## src/rtl/stor_regs_pkg.sv

```systemverilog
package stor_regs_pkg;

    localparam logic [31:0] OFF_CAPL  = 32'h0000_0000;
    localparam logic [31:0] OFF_CAPH  = 32'h0000_0004;
    localparam logic [31:0] OFF_VER   = 32'h0000_0008;
    localparam logic [31:0] OFF_IMSET = 32'h0000_000C;
    localparam logic [31:0] OFF_IMCLR = 32'h0000_0010;
    localparam logic [31:0] OFF_CFG   = 32'h0000_0014;
    localparam logic [31:0] OFF_STS   = 32'h0000_001C;
    localparam logic [31:0] OFF_SSRST = 32'h0000_0020;
    localparam logic [31:0] OFF_AQATR = 32'h0000_0024;
    localparam logic [31:0] OFF_SQBL  = 32'h0000_0028;
    localparam logic [31:0] OFF_SQBH  = 32'h0000_002C;
    localparam logic [31:0] OFF_CQBL  = 32'h0000_0030;
    localparam logic [31:0] OFF_CQBH  = 32'h0000_0034;
    localparam logic [31:0] OFF_DBELL = 32'h0000_1000;

    localparam logic [31:0] CFG_KEEP   = 32'h00FF_FFF1;
    localparam logic [31:0] AQATR_KEEP = 32'h0FFF_0FFF;
    localparam logic [31:0] BASE_ALIGN = 32'hFFFF_F000;
    localparam logic [31:0] VER_WORD   = 32'h0001_0000;
    localparam logic [1:0]  SHUT_IDLE  = 2'b00;
    localparam logic [1:0]  SHUT_DONE  = 2'b10;
    localparam logic [1:0]  SHREQ_NORM = 2'd1;
    localparam logic [2:0]  WORD_BYTES = 3'd4;

    typedef enum logic [3:0] {
        SEL_CAPL, SEL_CAPH, SEL_VER, SEL_IMSET, SEL_IMCLR, SEL_CFG,
        SEL_STS, SEL_SSRST, SEL_AQATR, SEL_SQBL, SEL_SQBH, SEL_CQBL,
        SEL_CQBH, SEL_DBELL, SEL_NONE
    } reg_sel_e;

    typedef struct packed {
        logic [31:0] imask;
        logic [31:0] cfg;
        logic        rdy;
        logic [1:0]  shut;
        logic [31:0] aqatr;
        logic [31:0] sqb_lo;
        logic [31:0] sqb_hi;
        logic [31:0] cqb_lo;
        logic [31:0] cqb_hi;
        logic        rsp_valid;
        logic        rsp_err;
        logic [31:0] rsp_rdata;
    } regs_t;

endpackage

```

## src/rtl/stor_addr_dec.sv

```systemverilog
module stor_addr_dec
    import stor_regs_pkg::*;
#(
    parameter int ADDR_W    = 13,
    parameter int DB_QUEUES = 2,
    localparam int QID_W    = (DB_QUEUES > 1) ? $clog2(DB_QUEUES) : 1
) (
    input  logic [ADDR_W-1:0] addr,
    input  logic [2:0]        size,
    output reg_sel_e          sel,
    output logic              bad,
    output logic [QID_W-1:0]  db_qid,
    output logic              db_cq
);
    localparam logic [ADDR_W-1:0] DB_LO = ADDR_W'(OFF_DBELL);
    localparam logic [ADDR_W-1:0] DB_HI = ADDR_W'(OFF_DBELL + 32'(8 * DB_QUEUES));

    logic [ADDR_W-1:0] db_off;
    logic              in_db;

    always_comb begin
        db_off = addr - DB_LO;
        in_db  = (addr >= DB_LO) && (addr < DB_HI) && (addr[1:0] == 2'b00);
        db_qid = db_off[QID_W+2:3];
        db_cq  = db_off[2];
        if (in_db) begin
            sel = SEL_DBELL;
        end else begin
            case (addr)
                ADDR_W'(OFF_CAPL):  sel = SEL_CAPL;
                ADDR_W'(OFF_CAPH):  sel = SEL_CAPH;
                ADDR_W'(OFF_VER):   sel = SEL_VER;
                ADDR_W'(OFF_IMSET): sel = SEL_IMSET;
                ADDR_W'(OFF_IMCLR): sel = SEL_IMCLR;
                ADDR_W'(OFF_CFG):   sel = SEL_CFG;
                ADDR_W'(OFF_STS):   sel = SEL_STS;
                ADDR_W'(OFF_SSRST): sel = SEL_SSRST;
                ADDR_W'(OFF_AQATR): sel = SEL_AQATR;
                ADDR_W'(OFF_SQBL):  sel = SEL_SQBL;
                ADDR_W'(OFF_SQBH):  sel = SEL_SQBH;
                ADDR_W'(OFF_CQBL):  sel = SEL_CQBL;
                ADDR_W'(OFF_CQBH):  sel = SEL_CQBH;
                default:            sel = SEL_NONE;
            endcase
        end
        bad = (size != WORD_BYTES) || (sel == SEL_NONE);
    end
endmodule

```

## src/rtl/stor_db_event.sv

```systemverilog
module stor_db_event #(
    parameter int QID_W = 1
) (
    input  logic             clk,
    input  logic             rst_n,
    input  logic             fire,
    input  logic [QID_W-1:0] qid,
    input  logic             is_cq,
    input  logic [15:0]      value,
    output logic             ev_valid,
    output logic [QID_W-1:0] ev_qid,
    output logic             ev_is_cq,
    output logic [15:0]      ev_value
);
    typedef struct packed {
        logic             valid;
        logic [QID_W-1:0] qid;
        logic             is_cq;
        logic [15:0]      value;
    } ev_t;

    ev_t ev_d, ev_q;

    always_comb begin
        ev_d       = ev_q;
        ev_d.valid = fire;
        if (fire) begin
            ev_d.qid   = qid;
            ev_d.is_cq = is_cq;
            ev_d.value = value;
        end
    end

    always_ff @(posedge clk) begin
        if (!rst_n) ev_q <= '0;
        else        ev_q <= ev_d;
    end

    assign ev_valid = ev_q.valid;
    assign ev_qid   = ev_q.qid;
    assign ev_is_cq = ev_q.is_cq;
    assign ev_value = ev_q.value;
endmodule

```

## src/rtl/stor_ctl_regs.sv

```systemverilog
module stor_ctl_regs
    import stor_regs_pkg::*;
#(
    parameter int          ADDR_W    = 13,
    parameter int          DB_QUEUES = 2,
    parameter logic [15:0] MAX_QENT  = 16'h0010,
    parameter logic [7:0]  TIMEOUT   = 8'd10,
    localparam int         QID_W     = (DB_QUEUES > 1) ? $clog2(DB_QUEUES) : 1
) (
    input  logic              clk,
    input  logic              rst_n,
    input  logic              req_valid,
    input  logic              req_write,
    input  logic [ADDR_W-1:0] req_addr,
    input  logic [2:0]        req_size,
    input  logic [31:0]       req_wdata,
    output logic              rsp_valid,
    output logic              rsp_err,
    output logic [31:0]       rsp_rdata,
    output logic              db_valid,
    output logic [QID_W-1:0]  db_qid,
    output logic              db_is_cq,
    output logic [15:0]       db_value,
    output logic              cfg_en,
    output logic              sts_rdy
);
    localparam logic [31:0] CAP_LO_WORD = {TIMEOUT, 7'd0, 1'b1, MAX_QENT};
    localparam logic [31:0] CAP_HI_WORD = 32'h0;

    reg_sel_e         sel;
    logic             bad;
    logic [QID_W-1:0] dec_qid;
    logic             dec_cq;
    logic             db_fire;
    regs_t            r_d, r_q;

    stor_addr_dec #(.ADDR_W(ADDR_W), .DB_QUEUES(DB_QUEUES)) u_dec (
        .addr   (req_addr),
        .size   (req_size),
        .sel    (sel),
        .bad    (bad),
        .db_qid (dec_qid),
        .db_cq  (dec_cq)
    );

    always_comb begin
        r_d           = r_q;
        r_d.rsp_valid = req_valid;
        r_d.rsp_err   = 1'b0;
        r_d.rsp_rdata = '0;
        db_fire       = 1'b0;
        if (req_valid) begin
            if (bad) begin
                r_d.rsp_err = 1'b1;
            end else if (!req_write) begin
                case (sel)
                    SEL_CAPL:             r_d.rsp_rdata = CAP_LO_WORD;
                    SEL_CAPH:             r_d.rsp_rdata = CAP_HI_WORD;
                    SEL_VER:              r_d.rsp_rdata = VER_WORD;
                    SEL_IMSET, SEL_IMCLR: r_d.rsp_rdata = r_q.imask;
                    SEL_CFG:              r_d.rsp_rdata = r_q.cfg;
                    SEL_STS:              r_d.rsp_rdata = {28'd0, r_q.shut, 1'b0, r_q.rdy};
                    SEL_AQATR:            r_d.rsp_rdata = r_q.aqatr;
                    SEL_SQBL:             r_d.rsp_rdata = r_q.sqb_lo;
                    SEL_SQBH:             r_d.rsp_rdata = r_q.sqb_hi;
                    SEL_CQBL:             r_d.rsp_rdata = r_q.cqb_lo;
                    SEL_CQBH:             r_d.rsp_rdata = r_q.cqb_hi;
                    default:              r_d.rsp_rdata = '0;
                endcase
            end else begin
                case (sel)
                    SEL_IMSET: r_d.imask = r_q.imask | req_wdata;
                    SEL_IMCLR: r_d.imask = r_q.imask & ~req_wdata;
                    SEL_CFG: begin
                        if (req_wdata[15]) begin
                            r_d.rsp_err = 1'b1;
                        end else begin
                            r_d.cfg = req_wdata & CFG_KEEP;
                            if (!r_q.cfg[0] && req_wdata[0]) begin
                                r_d.rdy  = 1'b1;
                                r_d.shut = SHUT_IDLE;
                            end else if (r_q.cfg[0] && !req_wdata[0]) begin
                                r_d.rdy = 1'b0;
                            end
                            if (req_wdata[15:14] == SHREQ_NORM) r_d.shut = SHUT_DONE;
                        end
                    end
                    SEL_AQATR: r_d.aqatr  = req_wdata & AQATR_KEEP;
                    SEL_SQBL:  r_d.sqb_lo = req_wdata & BASE_ALIGN;
                    SEL_SQBH:  r_d.sqb_hi = req_wdata;
                    SEL_CQBL:  r_d.cqb_lo = req_wdata & BASE_ALIGN;
                    SEL_CQBH:  r_d.cqb_hi = req_wdata;
                    SEL_DBELL: db_fire    = 1'b1;
                    default:   ;
                endcase
            end
        end
    end

    always_ff @(posedge clk) begin
        if (!rst_n) r_q <= '0;
        else        r_q <= r_d;
    end

    stor_db_event #(.QID_W(QID_W)) u_db (
        .clk      (clk),
        .rst_n    (rst_n),
        .fire     (db_fire),
        .qid      (dec_qid),
        .is_cq    (dec_cq),
        .value    (req_wdata[15:0]),
        .ev_valid (db_valid),
        .ev_qid   (db_qid),
        .ev_is_cq (db_is_cq),
        .ev_value (db_value)
    );

    assign rsp_valid = r_q.rsp_valid;
    assign rsp_err   = r_q.rsp_err;
    assign rsp_rdata = r_q.rsp_rdata;
    assign cfg_en    = r_q.cfg[0];
    assign sts_rdy   = r_q.rdy;
endmodule

```

## config.mk

```make
export PLATFORM = sky130hd
export DESIGN_NAME = stor_ctl_regs
export DESIGN_NICKNAME = d
export VERILOG_FILES = /design/src/rtl/stor_regs_pkg.sv /design/src/rtl/stor_addr_dec.sv /design/src/rtl/stor_db_event.sv /design/src/rtl/stor_ctl_regs.sv
export SDC_FILE = /design/constraint.sdc
export NUM_CORES = 1
export LEC_CHECK = 0
export BUFFER_PORTS_ARGS = -buffer_cell sky130_fd_sc_hd__buf_2
export CAP_MARGIN = 20
export CORE_MARGIN = 1
export CORE_UTILIZATION = 53
export CTS_BUF_LIST = sky130_fd_sc_hd__clkbuf_8
export DETAILED_ROUTE_END_ITERATION = 8
export PLACE_DENSITY_LB_ADDON = 0.2
export SLEW_MARGIN = 20
export SYNTH_ARGS = -nofsm -noshare
export SYNTH_HDL_FRONTEND = slang
export SYNTH_SLANG_ARGS = --single-unit
```

## constraint.sdc

```tcl
create_clock -name clk -period 3.08 [get_ports clk]
set_input_delay 0.308 -clock clk [delete_from_list [all_inputs] [get_ports clk]]
set_output_delay 0.308 -clock clk [all_outputs]
set_load 0.03 [all_outputs]
```

==> qor.csv, run 1 <==
metric;value;unit
period_needed;2261;ps
yosys.area.top_type_share;50.01;%
synth_top_area_cell;dfxtp_1;
final_nets;1290;
met3_length;2272;um
grt_max_degree;78;
antenna_left;0;
port-buffer-count;106;
cellPowerDensity;548.0;mW/mm^2
synth_area_leaders;dfxtp_1, nand2_1, a21oi_1;
antenna_found_initial;2;
area_growth;13.69;%
synth_nets;1226;
grt_pass1_vias;8046;
routed_wl;27060;um
wl_met1;11540;um
timing.critical_path.from_type;primary input;
synth-async-reset-ratio;0;%
vias;8712;
r2r_setup_slack;1790;ps
fillers;1579;
p_int;4.535;mW
cts_made_buffers;40;
finalSetupTns;0;ps
coreArea;0.01730;mm^2
crit_path_max_fanout;16;
setup_viol;0;
ctsResizeCount;0;
cts_setup_buffers;0;
drv_cap;0;
routedWlPerCell;18.29;um
swShare;22.62;%
fmax;0.4423;GHz
viasPerCell;5.890;
wl_met2;12410;um
status;completed;
fp-row-count;48;
grt_pass1_wl;42730;um
leakage;3.608;nW
rsz0062_at_grt;no;
maxSlewHeadroom;53.71;%
final_hold_viol_count;0;
hold_buffers;0;
synth_area;0.009408;mm^2
synth_seq_cells;235;
seq_power_share;51.9;%
clk_latency;530;ps
ys_types;51;
fin_total_pwr;5.861;mW
finClkSkew;16.89;ps
gp_congestion;0.9280;
critPathKind;primary input to flip-flop;
clock_sinks;235;
initial_utilization;54.39;%
drt_first_pass_iters;6;
drcViolationCount;0;
power_frac_clock;44.8;%
hp-class;primary input to flip-flop;
fin_crit_sh;73.40;%
cts_tree;done;
htreeDepth;2;
crit_path_end_kind;flip-flop;
die_w;135.2;um
grt_overflow;0;
synth-edff-count;0;
dp_hpwl;16910;um
io_pins;107;
p_sw;1.325;mW
grt.total_usage;29.84;%
vdd_ir_drop_max;0.0003623;V
drv_slew;0;
worst_slew_pin_slew;687.1;ps
arrival;2670;ps
p_comb_share;3.2;%
cts_root_buf;clkbuf_8;
highest_layer;met4;
cts.clk_slew.worst_paths;60;ps
drt_iter0_drc;932;
cp.required;3490;ps
clk_path_buf_depth;3;
syn-mean-instance-area;8.020;um^2
die_h;135.2;um
yosysWarnings;0;
ys_seq_area_share;50.01;%
drive_gt1_share;17.80;%
yosys_most_used_dff;dfxtp_1;
die_area;0.01829;mm^2
synth_cells;1173;
==> logic make-up (layout without fill, tap and decap cells) <==
group,Yosys count,after routing,share of synthesized area [%]
other,0,1,0
XOR/XNOR,3,3,0.2793
AO/OA/AOI/OAI,348,348,22.70
buffers and inverters,138,218,7.341
flip-flops,235,235,50.01
multiplexers,1,1,0.1197
AND/OR/NAND/NOR,447,447,19.42
adder cells (fa/ha/maj),1,1,0.1330
==> power by group through the flow <==
stage / Sequential [mW] / Combinational, mW / Clock [mW]
final: 3.04 / 0.190 / 2.63
after floorplan: 3.11 / 0.0983 / 0
after global placement: 3.11 / 0.186 / 0
after detailed placement: 3.11 / 0.186 / 0
after CTS: 3.04 / 0.186 / 2.67
after global routing: 3.04 / 0.205 / 2.81
==> critical path, stage by stage <==
cell and delay, ps:
buf_2 200, a2111oi_2 460, a21boi_0 410, o21ai_0 270, or4_1 600, buf_4 200
o21ai_0 140, a21oi_1 80
==> synth_stat cells (all sizes together), types with 6 or more instances <==
cell,instances
nand2,381
dfxtp,235
a21oi,210
clkbuf,78
buf,54
a211oi,33
a222oi,30
a31oi,29
a22oi,20
nor2,15
and2,9
nor3,7
a221oi,6
inv,6
o21ai,6
==> placed cells by master, fill, tap and decap left out, types with 6 or more instances in the layout <==
| master | instances |
|---|---|
| o21ai_0 | 6 |
| a22oi_1 | 20 |
| a222oi_1 | 30 |
| a31oi_1 | 29 |
| clkbuf_8 | 47 |
| buf_2 | 106 |
| a21oi_1 | 210 |
| inv_1 | 11 |
| a211oi_1 | 33 |
| a221oi_1 | 6 |
| nand2_1 | 381 |
| dfxtp_1 | 235 |
| buf_4 | 47 |
| nor2_1 | 14 |
| and2_1 | 7 |
==> per-layer routing <==
layer  track usage [%]  vias to the layer above
met4             12.55                        0
li1                  -                     4154
met5                 0                        -
met1             39.83                     4090
met2             47.44                      393
met3             5.387                       75
==> area by class of cell <==
type                       instances  area (um^2)  area share [%]
timing repair buffer             154        903.4           8.446
multi-input combinational        800         4051           37.88
sequential                       235         4705           43.99
inverter                           6        27.53          0.2574
clock inverter                    11        77.57          0.7253
antenna                            1        2.502         0.02340
clock buffer                      47        646.9           6.048
tap                              225        281.5           2.632
==> final timing paths <==
check,depth (start not counted),end,from
min reg2reg,2,u_db.ev_value[10],u_db.ev_value[10]
max,8,r_q[195],req_addr[4]
min,2,flip-flop,req_wdata[2]
max reg2reg,4,sts_rdy,cfg_en
==> per-stage QoR <==
stage	area [um^2]	hold WS [ps]	setup WS, ps	instances	util [%]
after floorplan	9408	404.6	496.4	1173	-
after global placement	9968	434.9	286.1	1420	57.63
after detailed placement	9968	442.6	273.7	1420	57.63
after CTS	10690	24.22	827.9	1478	61.82
after global routing	10690	24.97	509.5	1478	61.82
final	10700	36.75	819.2	1479	61.83
No activity file was read; power rests on OpenSTA's default activity.
==> run 2, diff against run 1 <==
clock period = 2.34 ns   (was 3.08 ns; I/O delays follow)
==> run 2 against run 1 <==
Critical path depth is 2 higher. Combinational power is 61% higher. Clock skew is 3.0 ps lower.
==> qor.csv, run 2 (synthesized netlist as in run 1, its figures left out) <==
metric;value;unit;change
finClkSkew;13.85;ps;-3.041 ps
cts_made_buffers;39;;-2.5%
routed_wl;27180;um;+0.45%
maxSlewHeadroom;59.78;%;+6.1 points
drcViolationCount;0;;unchanged
drt_first_pass_iters;6;;unchanged
routedWlPerCell;17.67;um;-3.4%
fin_total_pwr;7.747;mW;+32%
viasPerCell;5.774;;-2.0%
dpl_cell_area;0.01039;mm^2;+4.3%
arrival;2630;ps;-40 ps
timing.critical_path.from_type;primary input;;
hp-class;primary input to flip-flop;;
status;completed;;
htreeDepth;2;;unchanged
mostFrequentLayoutCells;nand2_1, dfxtp_1, a21oi_1;;
worst_slack;170.5;ps;-648.7 ps
final_hold_viol_count;0;;unchanged
vias;8881;;+1.9%
crit_path_max_fanout;10;;-6
swShare;22.77;%;+0.16 points
coreArea;0.01730;mm^2;unchanged
clk_latency;530;ps;about the same
die_h;135.2;um;unchanged
area_growth;21.21;%;
cp.required;2800;ps;-690 ps
leakage;3.956;nW;+9.6%
critPathKind;primary input to flip-flop;;
clock_sinks;235;;unchanged
cts_root_buf;clkbuf_8;;
rsz0062_at_grt;no;;
max_stage_delay;540;ps;-60 ps
pre_cts_ws;-187.1;ps;-460.8 ps
fin_crit_sh;92.71;%;
die_w;135.2;um;unchanged
period_needed;2169;ps;
stdcell_count;1538;;+4.0%
clk_path_buf_depth;3;;unchanged
gp_congestion;0.8976;;-3.3%
p_int;5.983;mW;+32%
fp-row-count;48;;unchanged
grt_pass1_vias;8241;;+2.4%
antenna_left;0;;unchanged
die_area;0.01829;mm^2;unchanged
seq_power_share;51.7;%;-0.2 points
grt_pass1_wl;42640;um;-0.22%
placed_cells;1446;;+1.8%
cts.clk_slew.worst_paths;60;ps;about the same
worst_slew_pin_slew;597.0;ps;-90.15 ps
crit_path_end_kind;flip-flop;;
io_pins;107;;unchanged
drive_gt1_share;19.04;%;+1.2 points
cts_tree;done;;
grt_overflow;0;;unchanged
setup_viol;0;;unchanged
hold_ws;40.69;ps;+3.940 ps
ctsResizeCount;0;;unchanged
n_antenna_cell;0;;-1
port-buffer-count;106;;unchanged
drt_iter0_drc;1085;;+16%
grt_max_degree;69;;-12%
initial_utilization;54.39;%;unchanged
grt.total_usage;29.91;%;+0.067 points
fmax;0.4609;GHz;
vdd_ir_drop_max;0.0005828;V;+61%
p_comb_share;4.0;%;+0.8 points
drv_slew;0;;unchanged
slowest_stage;or4_4;;
dp_hpwl;17140;um;+1.4%
final_nets;1342;;+4.0%
p_sw;1.764;mW;+33%
final_common_cell;nand2_1;;
post-route-cell-area;0.01140;mm^2;+6.6%
crit_path_cell_trace;dlygate4sd3_1, buf_2, nand2_1, or4_4, a21o_1, buf_4, nor3_2, buf_4, nand2_1, a21oi_1;;
antenna_found_initial;0;;-2
power_frac_clock;44.4;%;-0.4 points
cellPowerDensity;679.3;mW/mm^2;+24%
drv_cap;0;;unchanged
[run 2: cell types whose count changed in the layout (fill, tap and decap cells not counted), moves of 2 or more]
cell / before / now
clkbuf_8: 47 / 49
buf_4: 47 / 55
dlygate4sd3_1: 0 / 27
inv_1: 11 / 18
buf_12: 1 / 19
[run 2: metal layers]
metal,wire length [um],vias up,global-route usage (%),share of wire [%]
met5,0,-,0,0
met4,633,0,11.74,2.3
met3,2303,55,6.135,8.5
met2,12910,392,49.00,48
met1,11330,4168,38.54,42
li1,-,4266,-,-
[run 2: power groups by stage]
stage | registers (mW) | logic, mW | clock network [mW]
after global placement | 4.09 | 0.266 | 0
after floorplan | 4.10 | 0.130 | 0
final | 4.00 | 0.306 | 3.44
after global routing | 4.00 | 0.326 | 3.71
after CTS | 4.00 | 0.301 | 3.50
after detailed placement | 4.09 | 0.265 | 0
[run 2: cell type report]
class | count | area [um^2]
clock buffer | 49 | 674.4
clock inverter | 16 | 66.31
fill | 1492 | 5893
timing repair buffer | 207 | 1594
multi-input combinational | 800 | 4055
tap | 225 | 281.5
sequential | 235 | 4705
inverter | 6 | 27.53
[run 2: critical path: cells and delay by family]
kind            cells  cell delay, ps
compound gates      2             340
buf+inv             4            1060
simple gates        4             970
[run 2: repair_timing]
item                      4_1_cts  5_1_grt
hold buffers                   27        0
hold endpoints to repair       86        0
buffers inserted                0        0
[run 2: through the flow]
stage / TNS, ps / utilization (%)
2_1_floorplan: -501.0 / -
3_3_place_gp: -9319 / 60.08
3_5_place_dp: -14550 / 60.08
4_1_cts: 0 / 65.93
5_1_grt: 0 / 65.93
6_report: 0 / 65.93
[run 2: worst paths after layout]
path / slack, ps / endpoint / cells past startpoint / start
max reg2reg: 1100 / rsp_rdata[0] / 5 / r_q[162]
max: 170 / r_q[118] / 10 / req_valid
min: 40 / r_q[45] / 3 / req_wdata[11]
min reg2reg: 440 / u_db.ev_value[10] / 2 / u_db.ev_value[10]
==> run 3, diff against run 2 <==
--- a/config.mk
+++ b/config.mk
@@ -12,4 +12,5 @@
 export CTS_BUF_LIST = sky130_fd_sc_hd__clkbuf_8
 export DETAILED_ROUTE_END_ITERATION = 8
+export GPL_TIMING_DRIVEN = 0
 export PLACE_DENSITY_LB_ADDON = 0.2
 export SLEW_MARGIN = 20
==> constraint.sdc (replaced) <==
create_clock -name clk -period 2.34 [get_ports clk]
set_input_delay 0.234 -clock clk [delete_from_list [all_inputs] [get_ports clk]]
set_output_delay 0.234 -clock clk [all_outputs]
set_load 0.02 [all_outputs]
==> run 3 against run 2 <==
Flip-flop and latch count unchanged. Largest power group unchanged. Cell area is 0.31% lower. Sequential share of layout area grew 0.13 points. First-iteration DRC count up 3.3%. Critical endpoint is now rsp_rdata[4]. Critical path depth down 2. Global-route usage up 3.2 points.
==> qor.csv, run 3 (synthesized netlist as in run 1, its figures left out) <==
metric;value;unit;change
mostFrequentLayoutCells;nand2_1, dfxtp_1, a21oi_1;;
port-buffer-count;92;;-13%
r2r_setup_slack;1040;ps;-60 ps
initial_utilization;54.39;%;unchanged
drt_iter0_drc;1121;;+3.3%
worstReg2RegEnd;rsp_rdata[0];;
vias;9367;;+5.5%
final_core_util;65.73;%;-0.20 points
clk_path_buf_depth;3;;unchanged
routedWlPerCell;18.94;um;+7.2%
antenna_left;0;;unchanged
grt_pass1_vias;8712;;+5.7%
setup_viol;0;;unchanged
critPathKind;primary input to flip-flop;;
hold_ws;38.78;ps;-1.913 ps
final_common_cell;nand2_1;;
final_nets;1393;;+3.8%
htreeDepth;2;;unchanged
die_w;135.2;um;unchanged
cts.clk_slew.worst_paths;60;ps;about the same
period_needed;2304;ps;+134.3 ps
arrival;2730;ps;+100 ps
rsz0062_at_grt;no;;
cp.required;2760;ps;-40 ps
cts_made_buffers;38;;-2.6%
fin_total_pwr;7.793;mW;+0.60%
vdd_ir_drop_max;0.0007518;V;+29%
drt_first_pass_iters;6;;unchanged
multiInputGateArea;0.004114;mm^2;+1.5%
reg2reg_depth;5;;unchanged
area_growth;20.84;%;
gp_congestion;0.9444;;+5.2%
drive_gt1_share;18.26;%;-0.78 points
grt_pass1_wl;46280;um;+8.5%
register_area;0.004705;mm^2;unchanged
grt_overflow;0;;unchanged
crit_path_max_fanout;10;;unchanged
cellPowerDensity;685.5;mW/mm^2;+0.91%
worst_slew_pin_slew;827.1;ps;+230.1 ps
clk_latency;540;ps;about the same
drv_slew;0;;unchanged
die_area;0.01829;mm^2;unchanged
fmax;0.4341;GHz;-5.8%
finClkSkew;17.18;ps;+3.327 ps
hold_depth;2;;-1
hp-class;primary input to flip-flop;;
cts_root_buf;clkbuf_8;;
status;completed;;
drcViolationCount;0;;unchanged
n_antenna_cell;0;;unchanged
grt.total_usage;33.09;%;+3.2 points
timing.critical_path.from_type;primary input;;
fillers;1509;;+1.1%
crit_path_end_kind;flip-flop;;
cts_tree;done;;
coreArea;0.01730;mm^2;unchanged
io_pins;107;;unchanged
viasPerCell;5.876;;+1.8%
min-delay-start;req_wdata[4];;
leakage;3.970;nW;+0.36%
dp_hpwl;19970;um;+16%
drv_cap;0;;unchanged
fin_crit_sh;98.45;%;+5.7 points
final_hold_viol_count;0;;unchanged
grt_max_degree;11;;-84%
antenna_found_initial;0;;unchanged
fp-row-count;48;;unchanged
maxSlewHeadroom;44.86;%;-15 points
timing.rr.start;r_q[162];;
die_h;135.2;um;unchanged
routed_wl;30200;um;+11%
clock_sinks;235;;unchanged
-- run 3: metrics by stage --
stage	worst slack [ps]	cell area [um^2]	setup TNS [ps]	cells
floorplan	-46.53	9413	-500.0	1173
global placement	-1289	10150	-150830	1490
detailed placement	-1257	10150	-147500	1490
CTS	10.12	11320	0	1594
global route	5.790	11370	0	1594
finish	36.18	11370	0	1594
-- run 3: critical path: stages --
cell	delay, ps
clkbuf_2	180
a2111oi_4	460
a21boi_1	330
o21ai_0	220
nor2_1	170
clkbuf_1	640
a22oi_1	200
a31oi_1	290
-- run 3: timing repair --
action / CTS / global route
resized for setup: 23 / 34
setup endpoints to repair: 173 / 149
hold buffers: 31 / 0
endpoints found under the hold margin: 90 / 0
pin swaps: 2 / 0
setup buffers: 5 / 0
-- run 3: worst max path at each step --
| stage | from | end | slack [ps] | depth (start not counted) |
|---|---|---|---|---|
| after floorplan | req_size[1] | sts_rdy | -50 | 7 |
| after global placement | req_addr[9] | rsp_rdata[4] | -1290 | 9 |
| after detailed placement | req_addr[9] | rsp_rdata[4] | -1260 | 9 |
| after CTS | req_size[1] | r_q[219] | 10 | 9 |
| after global routing | req_addr[4] | rsp_rdata[4] | 6 | 8 |
| final | req_addr[4] | rsp_rdata[4] | 40 | 8 |
-- run 3: cell type report --
| class | instances | share of cell area, % |
|---|---|---|
| Sequential cell | 235 | 41.38 |
| Multi-Input combinational cell | 800 | 36.19 |
| Timing Repair Buffer | 128 | 7.110 |
| Buffer | 131 | 6.108 |
| Clock buffer | 44 | 5.327 |
| Tap cell | 225 | 2.476 |
| Clock inverter | 25 | 1.211 |
| Inverter | 6 | 0.1981 |
-- run 3: where the power goes --
| group | switching (mW) | internal [mW] | total [mW] |
|---|---|---|---|
| clock | 1.62 | 1.84 | 3.45 |
| combinational | 0.227 | 0.109 | 0.336 |
| sequential | 0.000355 | 4.00 | 4.00 |
-- run 3: per-layer routing --
| layer | vias to the layer above | GRT usage [%] | share of wire [%] |
|---|---|---|---|
| li1 | 4388 | - | - |
| met1 | 4379 | 42.07 | 41 |
| met2 | 502 | 53.99 | 47 |
| met3 | 98 | 5.462 | 8.7 |
| met4 | 0 | 17.23 | 4.0 |
| met5 | - | 0 | 0 |
